File: src/rtl/mpt_pkg.sv
package mpt_pkg;
    localparam int FLD_W    = 12;
    localparam int DATA_W   = 2 * FLD_W;
    localparam int MASK_W   = 10;
    localparam int SEC_W    = 2;
    localparam int ATTR_W   = SEC_W + 1 + MASK_W + 1;
    localparam int CMD_IDX_W = 5;
    localparam int CMD_COMMIT = 5;
    localparam int CMD_LOAD   = 6;
    localparam int PORT_W   = 4;

    typedef enum logic [2:0] {
        REG_CMD   = 3'd0,
        REG_RANGE = 3'd1,
        REG_IDWIN = 3'd2,
        REG_ATTR  = 3'd3,
        REG_DFLT  = 3'd4
    } reg_sel_e;

    typedef struct packed {
        logic [FLD_W-1:0]  lo_pg;
        logic [FLD_W-1:0]  hi_pg;
        logic [FLD_W-1:0]  lo_id;
        logic [FLD_W-1:0]  hi_id;
        logic [SEC_W-1:0]  sec;
        logic              valid;
        logic [MASK_W-1:0] ports;
        logic              verdict;
    } rule_t;
endpackage

File: src/rtl/mpt_regs.sv
module mpt_regs
    import mpt_pkg::*;
#(
    parameter int NUM_RULES = 20,
    parameter int NUM_PORTS = 10
) (
    input  logic                 clk,
    input  logic                 rst_n,
    input  logic                 cfg_wr,
    input  logic [2:0]           cfg_sel,
    input  logic [DATA_W-1:0]    cfg_wdata,
    output logic [DATA_W-1:0]    cfg_rdata,
    output rule_t                rules_o [NUM_RULES],
    output logic [NUM_PORTS-1:0] dflt_o
);
    typedef struct packed {
        logic [CMD_IDX_W-1:0] sel;
        logic [DATA_W-1:0]    range;
        logic [DATA_W-1:0]    idwin;
        logic [ATTR_W-1:0]    attr;
        logic [NUM_PORTS-1:0] dflt;
    } win_t;

    win_t  win_d, win_q;
    rule_t tbl_d [NUM_RULES];
    rule_t tbl_q [NUM_RULES];

    always_comb begin
        win_d = win_q;
        for (int i = 0; i < NUM_RULES; i++) tbl_d[i] = tbl_q[i];
        if (cfg_wr) begin
            case (cfg_sel)
                REG_CMD: begin
                    win_d.sel = cfg_wdata[CMD_IDX_W-1:0];
                    for (int i = 0; i < NUM_RULES; i++) begin
                        if (cfg_wdata[CMD_IDX_W-1:0] == i[CMD_IDX_W-1:0]) begin
                            if (cfg_wdata[CMD_COMMIT]) begin
                                tbl_d[i].lo_pg   = win_q.range[FLD_W-1:0];
                                tbl_d[i].hi_pg   = win_q.range[DATA_W-1:FLD_W];
                                tbl_d[i].lo_id   = win_q.idwin[FLD_W-1:0];
                                tbl_d[i].hi_id   = win_q.idwin[DATA_W-1:FLD_W];
                                tbl_d[i].sec     = win_q.attr[SEC_W-1:0];
                                tbl_d[i].valid   = win_q.attr[SEC_W];
                                tbl_d[i].ports   = win_q.attr[SEC_W+1 +: MASK_W];
                                tbl_d[i].verdict = win_q.attr[ATTR_W-1];
                            end else if (cfg_wdata[CMD_LOAD]) begin
                                win_d.range = {tbl_q[i].hi_pg, tbl_q[i].lo_pg};
                                win_d.idwin = {tbl_q[i].hi_id, tbl_q[i].lo_id};
                                win_d.attr  = {tbl_q[i].verdict, tbl_q[i].ports,
                                               tbl_q[i].valid, tbl_q[i].sec};
                            end
                        end
                    end
                end
                REG_RANGE: win_d.range = cfg_wdata;
                REG_IDWIN: win_d.idwin = cfg_wdata;
                REG_ATTR:  win_d.attr  = cfg_wdata[ATTR_W-1:0];
                REG_DFLT:  win_d.dflt  = cfg_wdata[NUM_PORTS-1:0];
                default: ;
            endcase
        end
    end

    always_ff @(posedge clk or negedge rst_n) begin
        if (!rst_n) begin
            win_q <= '0;
            for (int i = 0; i < NUM_RULES; i++) tbl_q[i] <= '0;
        end else begin
            win_q <= win_d;
            for (int i = 0; i < NUM_RULES; i++) tbl_q[i] <= tbl_d[i];
        end
    end

    always_comb begin
        case (cfg_sel)
            REG_CMD:   cfg_rdata = DATA_W'(win_q.sel);
            REG_RANGE: cfg_rdata = win_q.range;
            REG_IDWIN: cfg_rdata = win_q.idwin;
            REG_ATTR:  cfg_rdata = DATA_W'(win_q.attr);
            REG_DFLT:  cfg_rdata = DATA_W'(win_q.dflt);
            default:   cfg_rdata = '0;
        endcase
    end

    assign rules_o = tbl_q;
    assign dflt_o  = win_q.dflt;
endmodule

File: src/rtl/mpt_match.sv
module mpt_match
    import mpt_pkg::*;
#(
    parameter int NUM_RULES = 20,
    localparam int IDX_W    = CMD_IDX_W
) (
    input  rule_t              rules_i [NUM_RULES],
    input  logic [FLD_W-1:0]   page,
    input  logic [FLD_W-1:0]   id,
    input  logic               sec,
    input  logic [PORT_W-1:0]  port,
    output logic [NUM_RULES-1:0] hit_vec,
    output logic               any_hit,
    output logic [IDX_W-1:0]   win_idx,
    output logic               win_verdict
);
    logic [(1<<PORT_W)-1:0] port_sel;
    assign port_sel = (1 << PORT_W)'(1) << port;

    for (genvar g = 0; g < NUM_RULES; g++) begin : g_rule
        logic pg_ok, id_ok, sec_ok, port_ok;
        assign pg_ok   = (page >= rules_i[g].lo_pg) && (page <= rules_i[g].hi_pg);
        assign id_ok   = (id >= rules_i[g].lo_id) && (id <= rules_i[g].hi_id);
        assign sec_ok  = sec ? rules_i[g].sec[1] : rules_i[g].sec[0];
        assign port_ok = |(rules_i[g].ports & port_sel[MASK_W-1:0]);
        assign hit_vec[g] = rules_i[g].valid && pg_ok && id_ok && sec_ok && port_ok;
    end

    always_comb begin
        win_idx     = '0;
        win_verdict = 1'b0;
        for (int i = NUM_RULES - 1; i >= 0; i--) begin
            if (hit_vec[i]) begin
                win_idx     = i[IDX_W-1:0];
                win_verdict = rules_i[i].verdict;
            end
        end
    end

    assign any_hit = |hit_vec;
endmodule

File: src/rtl/mem_guard.sv
module mem_guard
    import mpt_pkg::*;
#(
    parameter int NUM_RULES = 20,
    parameter int NUM_PORTS = 10
) (
    input  logic              clk,
    input  logic              rst_n,
    input  logic              cfg_wr,
    input  logic [2:0]        cfg_sel,
    input  logic [DATA_W-1:0] cfg_wdata,
    output logic [DATA_W-1:0] cfg_rdata,
    input  logic              chk_valid,
    input  logic [FLD_W-1:0]  chk_page,
    input  logic [FLD_W-1:0]  chk_id,
    input  logic              chk_sec,
    input  logic [PORT_W-1:0] chk_port,
    output logic              rsp_valid,
    output logic              rsp_reject
);
    typedef struct packed {
        logic valid;
        logic reject;
    } rsp_t;

    rule_t                  rules [NUM_RULES];
    logic [NUM_PORTS-1:0]   dflt;
    logic [NUM_RULES-1:0]   hit_vec;
    logic                   any_hit;
    logic [CMD_IDX_W-1:0]   win_idx;
    logic                   win_verdict;
    logic [(1<<PORT_W)-1:0] port_sel;
    logic                   port_in_range;
    logic                   dflt_bit;
    rsp_t                   rsp_d, rsp_q;

    mpt_regs #(.NUM_RULES(NUM_RULES), .NUM_PORTS(NUM_PORTS)) u_regs (
        .clk(clk), .rst_n(rst_n),
        .cfg_wr(cfg_wr), .cfg_sel(cfg_sel), .cfg_wdata(cfg_wdata),
        .cfg_rdata(cfg_rdata), .rules_o(rules), .dflt_o(dflt)
    );

    mpt_match #(.NUM_RULES(NUM_RULES)) u_match (
        .rules_i(rules), .page(chk_page), .id(chk_id), .sec(chk_sec),
        .port(chk_port), .hit_vec(hit_vec), .any_hit(any_hit),
        .win_idx(win_idx), .win_verdict(win_verdict)
    );

    assign port_sel      = (1 << PORT_W)'(1) << chk_port;
    assign port_in_range = 32'(chk_port) < NUM_PORTS;
    assign dflt_bit      = |(dflt & port_sel[NUM_PORTS-1:0]);

    always_comb begin
        rsp_d.valid  = chk_valid;
        rsp_d.reject = chk_valid &&
                       (!port_in_range || (any_hit ? win_verdict : dflt_bit));
    end

    always_ff @(posedge clk or negedge rst_n) begin
        if (!rst_n) rsp_q <= '0;
        else        rsp_q <= rsp_d;
    end

    assign rsp_valid  = rsp_q.valid;
    assign rsp_reject = rsp_q.reject;
endmodule

File: config.mk
export PLATFORM = sky130hd
export DESIGN_NAME = mem_guard
export DESIGN_NICKNAME = d
export VERILOG_FILES = /design/src/rtl/mpt_pkg.sv /design/src/rtl/mpt_regs.sv /design/src/rtl/mpt_match.sv /design/src/rtl/mem_guard.sv
export SDC_FILE = /design/constraint.sdc
export NUM_CORES = 2
export LEC_CHECK = 0
export ABC_CLOCK_PERIOD_IN_PS = 3000
export BUFFER_PORTS_ARGS = -buffer_cell sky130_fd_sc_hd__clkbuf_2
export CORE_MARGIN = 1
export CORE_UTILIZATION = 40
export DETAILED_ROUTE_END_ITERATION = 8
export PLACE_DENSITY = 0.57
export SLEW_MARGIN = 25
export SYNTH_ARGS = -nofsm -noshare
export SYNTH_HDL_FRONTEND = slang
export SYNTH_HIERARCHICAL = 1
export SYNTH_SLANG_ARGS = --single-unit
File: constraint.sdc
create_clock -name clk -period 3 [get_ports clk]
set_input_delay 0.6 -clock clk [delete_from_list [all_inputs] [get_ports clk]]
set_output_delay 0.6 -clock clk [all_outputs]
set_load 0.01 [all_outputs]
Yosys cells after proc, flatten, opt, wreduce, memory -nomap -nowiden
Cells that the tools add are included.
- magnitude comparators: 81
- eq/ne operators: 23
- shift-type cells: 1
- muxes and demuxes: 115
- bitwise gates (word level): 21
- reduce and logical (&&, ||, !) cells: 175
- operators by type and width (operator ; count):
    62-bit two-way mux ; 70
    12-bit greater-or-equal comparator ; 40
    12-bit less-or-equal comparator ; 40
    10-bit bitwise AND ; 21
    10-bit OR reduction ; 21
    1-bit logical AND ; 121
    24-bit one-hot mux with 5 select lines ; 1
    24-bit one-hot mux with 2 select lines ; 2
    4-bit AND reduction ; 20
    1-bit two-way mux ; 41
    5-bit by 4-bit equality test with 1-bit output, second input constant ; 8
    14-bit one-hot mux with 2 select lines ; 1
    5-bit by 3-bit equality test with 1-bit output, second input constant ; 4
    5-bit equality test, second input constant ; 4
    20-bit OR reduction ; 1
    5-bit by 2-bit equality test with 1-bit output, second input constant ; 2
    2-bit AND reduction ; 5
    1-bit by 4-bit << shifter with 10-bit output, first input constant ; 1
    3-bit by 2-bit equality test with 1-bit output, second input constant ; 2
    2-bit nonzero test ; 3
    5-bit by 1-bit equality test with 1-bit output, second input constant ; 1
    5-bit logical NOT ; 1
    4-bit less-than comparator, second input constant ; 1
    3-bit by 1-bit equality test with 1-bit output, second input constant ; 1
    other kinds (4) ; 4
- bits in registers: 1319
- input bits: 60
- output and inout bits: 26
- logic and storage cells: 583

Longest topological paths before layout
- depth in word-level cells: 71
- depth in mapped cells: 18

Hierarchy
Netlist, hierarchy kept.
- by module, submodules not included (module ; times used ; cells each ; area each (um^2)):
    mpt_regs ; 1 ; 5317 ; 63428.3
    mpt_match ; 1 ; 3548 ; 26077.5
    mem_guard ; 1 ; 16 ; 166.4

Worst setup path after synthesis
OpenSTA, ideal clock, no wires.
- path kind: in2reg
- start: in chk_id[0]
- end: reg rsp_q, in the netlist rsp_reject
- arrival: 3.977 ns
- data required time: 2.918 ns
- slack: -1.059 ns
- stages on the path: 16
- path buffers: 1
- cells stage by stage: inv_1 -> ha_1 -> nand2b_1 -> a31oi_1 -> o21ai_1 -> a2111oi_0 -> o21ai_0 -> and4b_1 -> buf_2 -> a21o_1 -> a311o_1 -> a221o_1 -> a31oi_1 -> nand2b_1 -> o21ai_0 -> a31oi_1
- RTL lines (what ; line ; text):
    from (decl) ; mem_guard.sv:15 ; input logic [FLD_W-1:0] chk_id,
    to (signal assigned) ; mem_guard.sv:61 ; else rsp_q <= rsp_d;
    to (decl) ; mem_guard.sv:35 ; rsp_t rsp_d, rsp_q;

==> results.md <==
- Power Total: a little over 0.05 W
- Largest net degree at the start of global routing: 65
- CTS sink count: roughly 1,300
- Setup Viol. Count Final: 20
- Final hold violation count: 0
- Peak VDD IR: between 0.0006 and 0.0007 V
- Ports: 86
- Vias per inst: approximately 6.3
- Clock Tree Root: clkbuf_16
- Number of antenna violations at the first check in global routing: 66
- Busiest metal layer after global routing: met2
- Post-Syn Nets: between 9,000 and 10,000
- Slowest stage delay, CP: ~0.56 ns
- Routed WL: around 530,000 um
- DPL Wire Length: 421,000 um
- Fill cells: between 15,000 and 20,000
- Met1 usage: around three fifths
- Met3 Usage GRT: ~14%
- Layout Nets: ~12,000
- Vias: a little over 90,000
- CTS tree: done
- Die H: between 400 and 500 um
- Port Buffers: 85
- RSZ-0062 raised after global routing: true
- Non-Filler Instances: ~14,000
- Crit path required time: between 3 and 4 ns
- GR Util All Layers: ~47%
- Placeable Area: between 200,000 and 250,000 sq um
- Syn Area/Cell: about 10 sq um
- CP Cell Sequence: clkbuf_2 -> clkinvlp_4 -> buf_12 -> buf_12 -> buf_12 -> buf_12 -> ha_1 -> nor2b_1 -> o211ai_1 -> a211o_1 -> a31oi_2 -> or4b_4 -> or3_1 -> inv_2 -> a21o_1 -> buf_4 -> o31ai_2 -> o311ai_4 -> a31oi_4 -> nand2b_4 -> o21ai_2 -> a31oi_1
- Setup WS pre-CTS: -2.36 ns
- Post-Layout Inst Area: between 100,000 and 150,000 sq um
- Die Wd: between 400 and 500 um
- Post-Place Cells: approximately 14,000
- First-pass GRT wire length: just over 700,000 um
- Remaining global-route overflow: 0
- WL per Instance: 37.1 um
- Clock slew at the register clock pins of the worst setup and hold paths: roughly 0.06 ns
- CP max-delay cell: a31oi_2
- H-Tree Depth: 4
- Yosys warns: 6
- DR iter-0 viols: 12,560
- LEAKAGE: between 50 and 60 nW
- Cells after Synth: slightly below 9,000
- Post-route setup slack: -0.905 ns
- Final Cycle Share: 130%
- Clock Latency Late Sink: roughly 0.86 ns
- DRT Pass-1 Iters: 8
- DIE AREA: 226,000 sq um
- Num CTS Buffers: about 170
- Rows: approximately 170
- CP Max Fanout: 14
- Setup_tns: -1.84 ns
- Layout area overhead: 35.8%
- Max Cap Viol: 0
- Tmin final: roughly 3.9 ns
- Starting Density: roughly 40%
- Type of element launching the critical path: primary input
- Post-route ant nets: 0
- Worst-Margin Slew: approximately 0.97 ns
- Final GP Congestion: approximately 1.1
- Post-route DRC violation count: 0
- Hold Path Class: in -> reg
- Worst EP arrival: around 4.7 ns
- Fmax achieved: roughly 0.26 GHz
- Buffers plus inverters on the worst setup path: 8
- Critical path type: in -> reg
- Max Slew Vio Count: 0
- Via count of the first global-routing pass: roughly 90,000
- Cell mode on critical path: buf_12
- Max-slew headroom: a little over a third
- Max Root-Sink Buffers: 3
- Dpl cell area: 115,000 sq um
- Failing checks: setup timing
- Grt met2 use: 65.8%
- Layout cells sized above 1: between 40 and 50%
- Syn Std Cell Area: just under 90,000 sq um
- Pwr per Cell Area: approximately 420 nW/um^2
- Worst Skew: 0.0379 ns
- Status: finished, violations left
- CP Capture Type: flop
- Crit path max-delay family: compound AO/OA/AOI/OAI gates
cell usage in the layout (no fill, tap or decap), types with 28 or more instances in the layout:
cell type     n
a31oi_1      69
a21o_1      149
a21oi_1     476
o21a_1       51
a211o_1      28
or3_1        43
buf_4      2469
clkbuf_1     53
clkbuf_16   168
dfrtp_1    1297
nand2_1     367
nor2_1      194
nor2b_1      83
a2111oi_0    29
a211oi_1     84
nor4_1       33
o21ai_0     374
buf_12      264
nor3_1      120
o211ai_1    100
a22oi_1     130
clkbuf_2     81
o22ai_1     174
a22o_1       38
o22a_1       31
a221oi_1     81
a221o_1      35
nor2_4       29
clkbuf_8     36
o221ai_1     58
mux2i_1      90
mux2_2     1278
o21ai_1      28
nand2b_1     69
nand4_1     173
nand3_1     151
inv_1       927
diode_2      28
ha_1        952
path summary, 6_finish.rpt:
kind,from,endpoint,slack [ns],cells after the start
worst max-delay path,chk_id[0],rsp_reject,-0.90,22
worst min-delay path,chk_valid,rsp_valid,0.05,1
worst max register to register,u_regs/rules_o[68],rsp_reject,-0.85,15
worst min register to register,u_regs/win_q[74],u_regs/win_q[74],0.49,2
max in group asynchronous,rst_n,u_regs/rules_o[80],1.46,4
min in group asynchronous,rst_n,u_regs/rules_o[562],0.33,2
per-layer routing:
metal,share of wire (%),vias to the layer above
met1,40,45458
met3,12,1547
met2,40,6115
met4,7.8,42
met5,0.062,-
li1,-,37577
through the flow:
step / util [%] / hold WS (ns)
2_1_floorplan: - / 0.304
3_3_place_gp: 51.7 / 0.463
3_5_place_dp: 51.7 / 0.470
4_1_cts: 54.4 / 0.00937
5_1_grt: 54.7 / 0.0245
6_report: 54.7 / 0.0542
repair_timing:
item	in CTS	in global routing
cloned	0	0
hold endpoints to repair	29	0
buffers inserted	6	8
hold buffers	1	0
endpoints found under the setup margin	16	19
pin swaps	25	33
resized for setup	93	94
power by group:
group / leakage (nW) / internal [W] / switching, W
Sequential: 18.1 / 0.0184 / 0.000986
Clock: 2.75 / 0.0123 / 0.00905
Combinational: 37.3 / 0.00393 / 0.00638
Total: 58.1 / 0.0346 / 0.0164
flip-flops by register name (all words and copies together) (netlist names):
signal,count
rsp_reject,1
rsp_valid,1
u_regs/dflt_o,10
u_regs/rules_o,1240
u_regs/win_q,67
layout make-up:
type | count | area [sq um] | share of cell area, %
Clock inverter | 52 | 716 | 0.589
Clock buffer | 257 | 4900 | 4.03
Antenna cell | 28 | 70.1 | 0.0576
Tap cell | 2975 | 3720 | 3.06
Timing Repair Buffer | 2824 | 24300 | 20.0
Sequential cell | 1319 | 33000 | 27.2
Multi-Input combinational cell | 6012 | 51300 | 42.2
Inverter | 939 | 3530 | 2.91
Note: power is estimated with default switching activity, not from simulation.
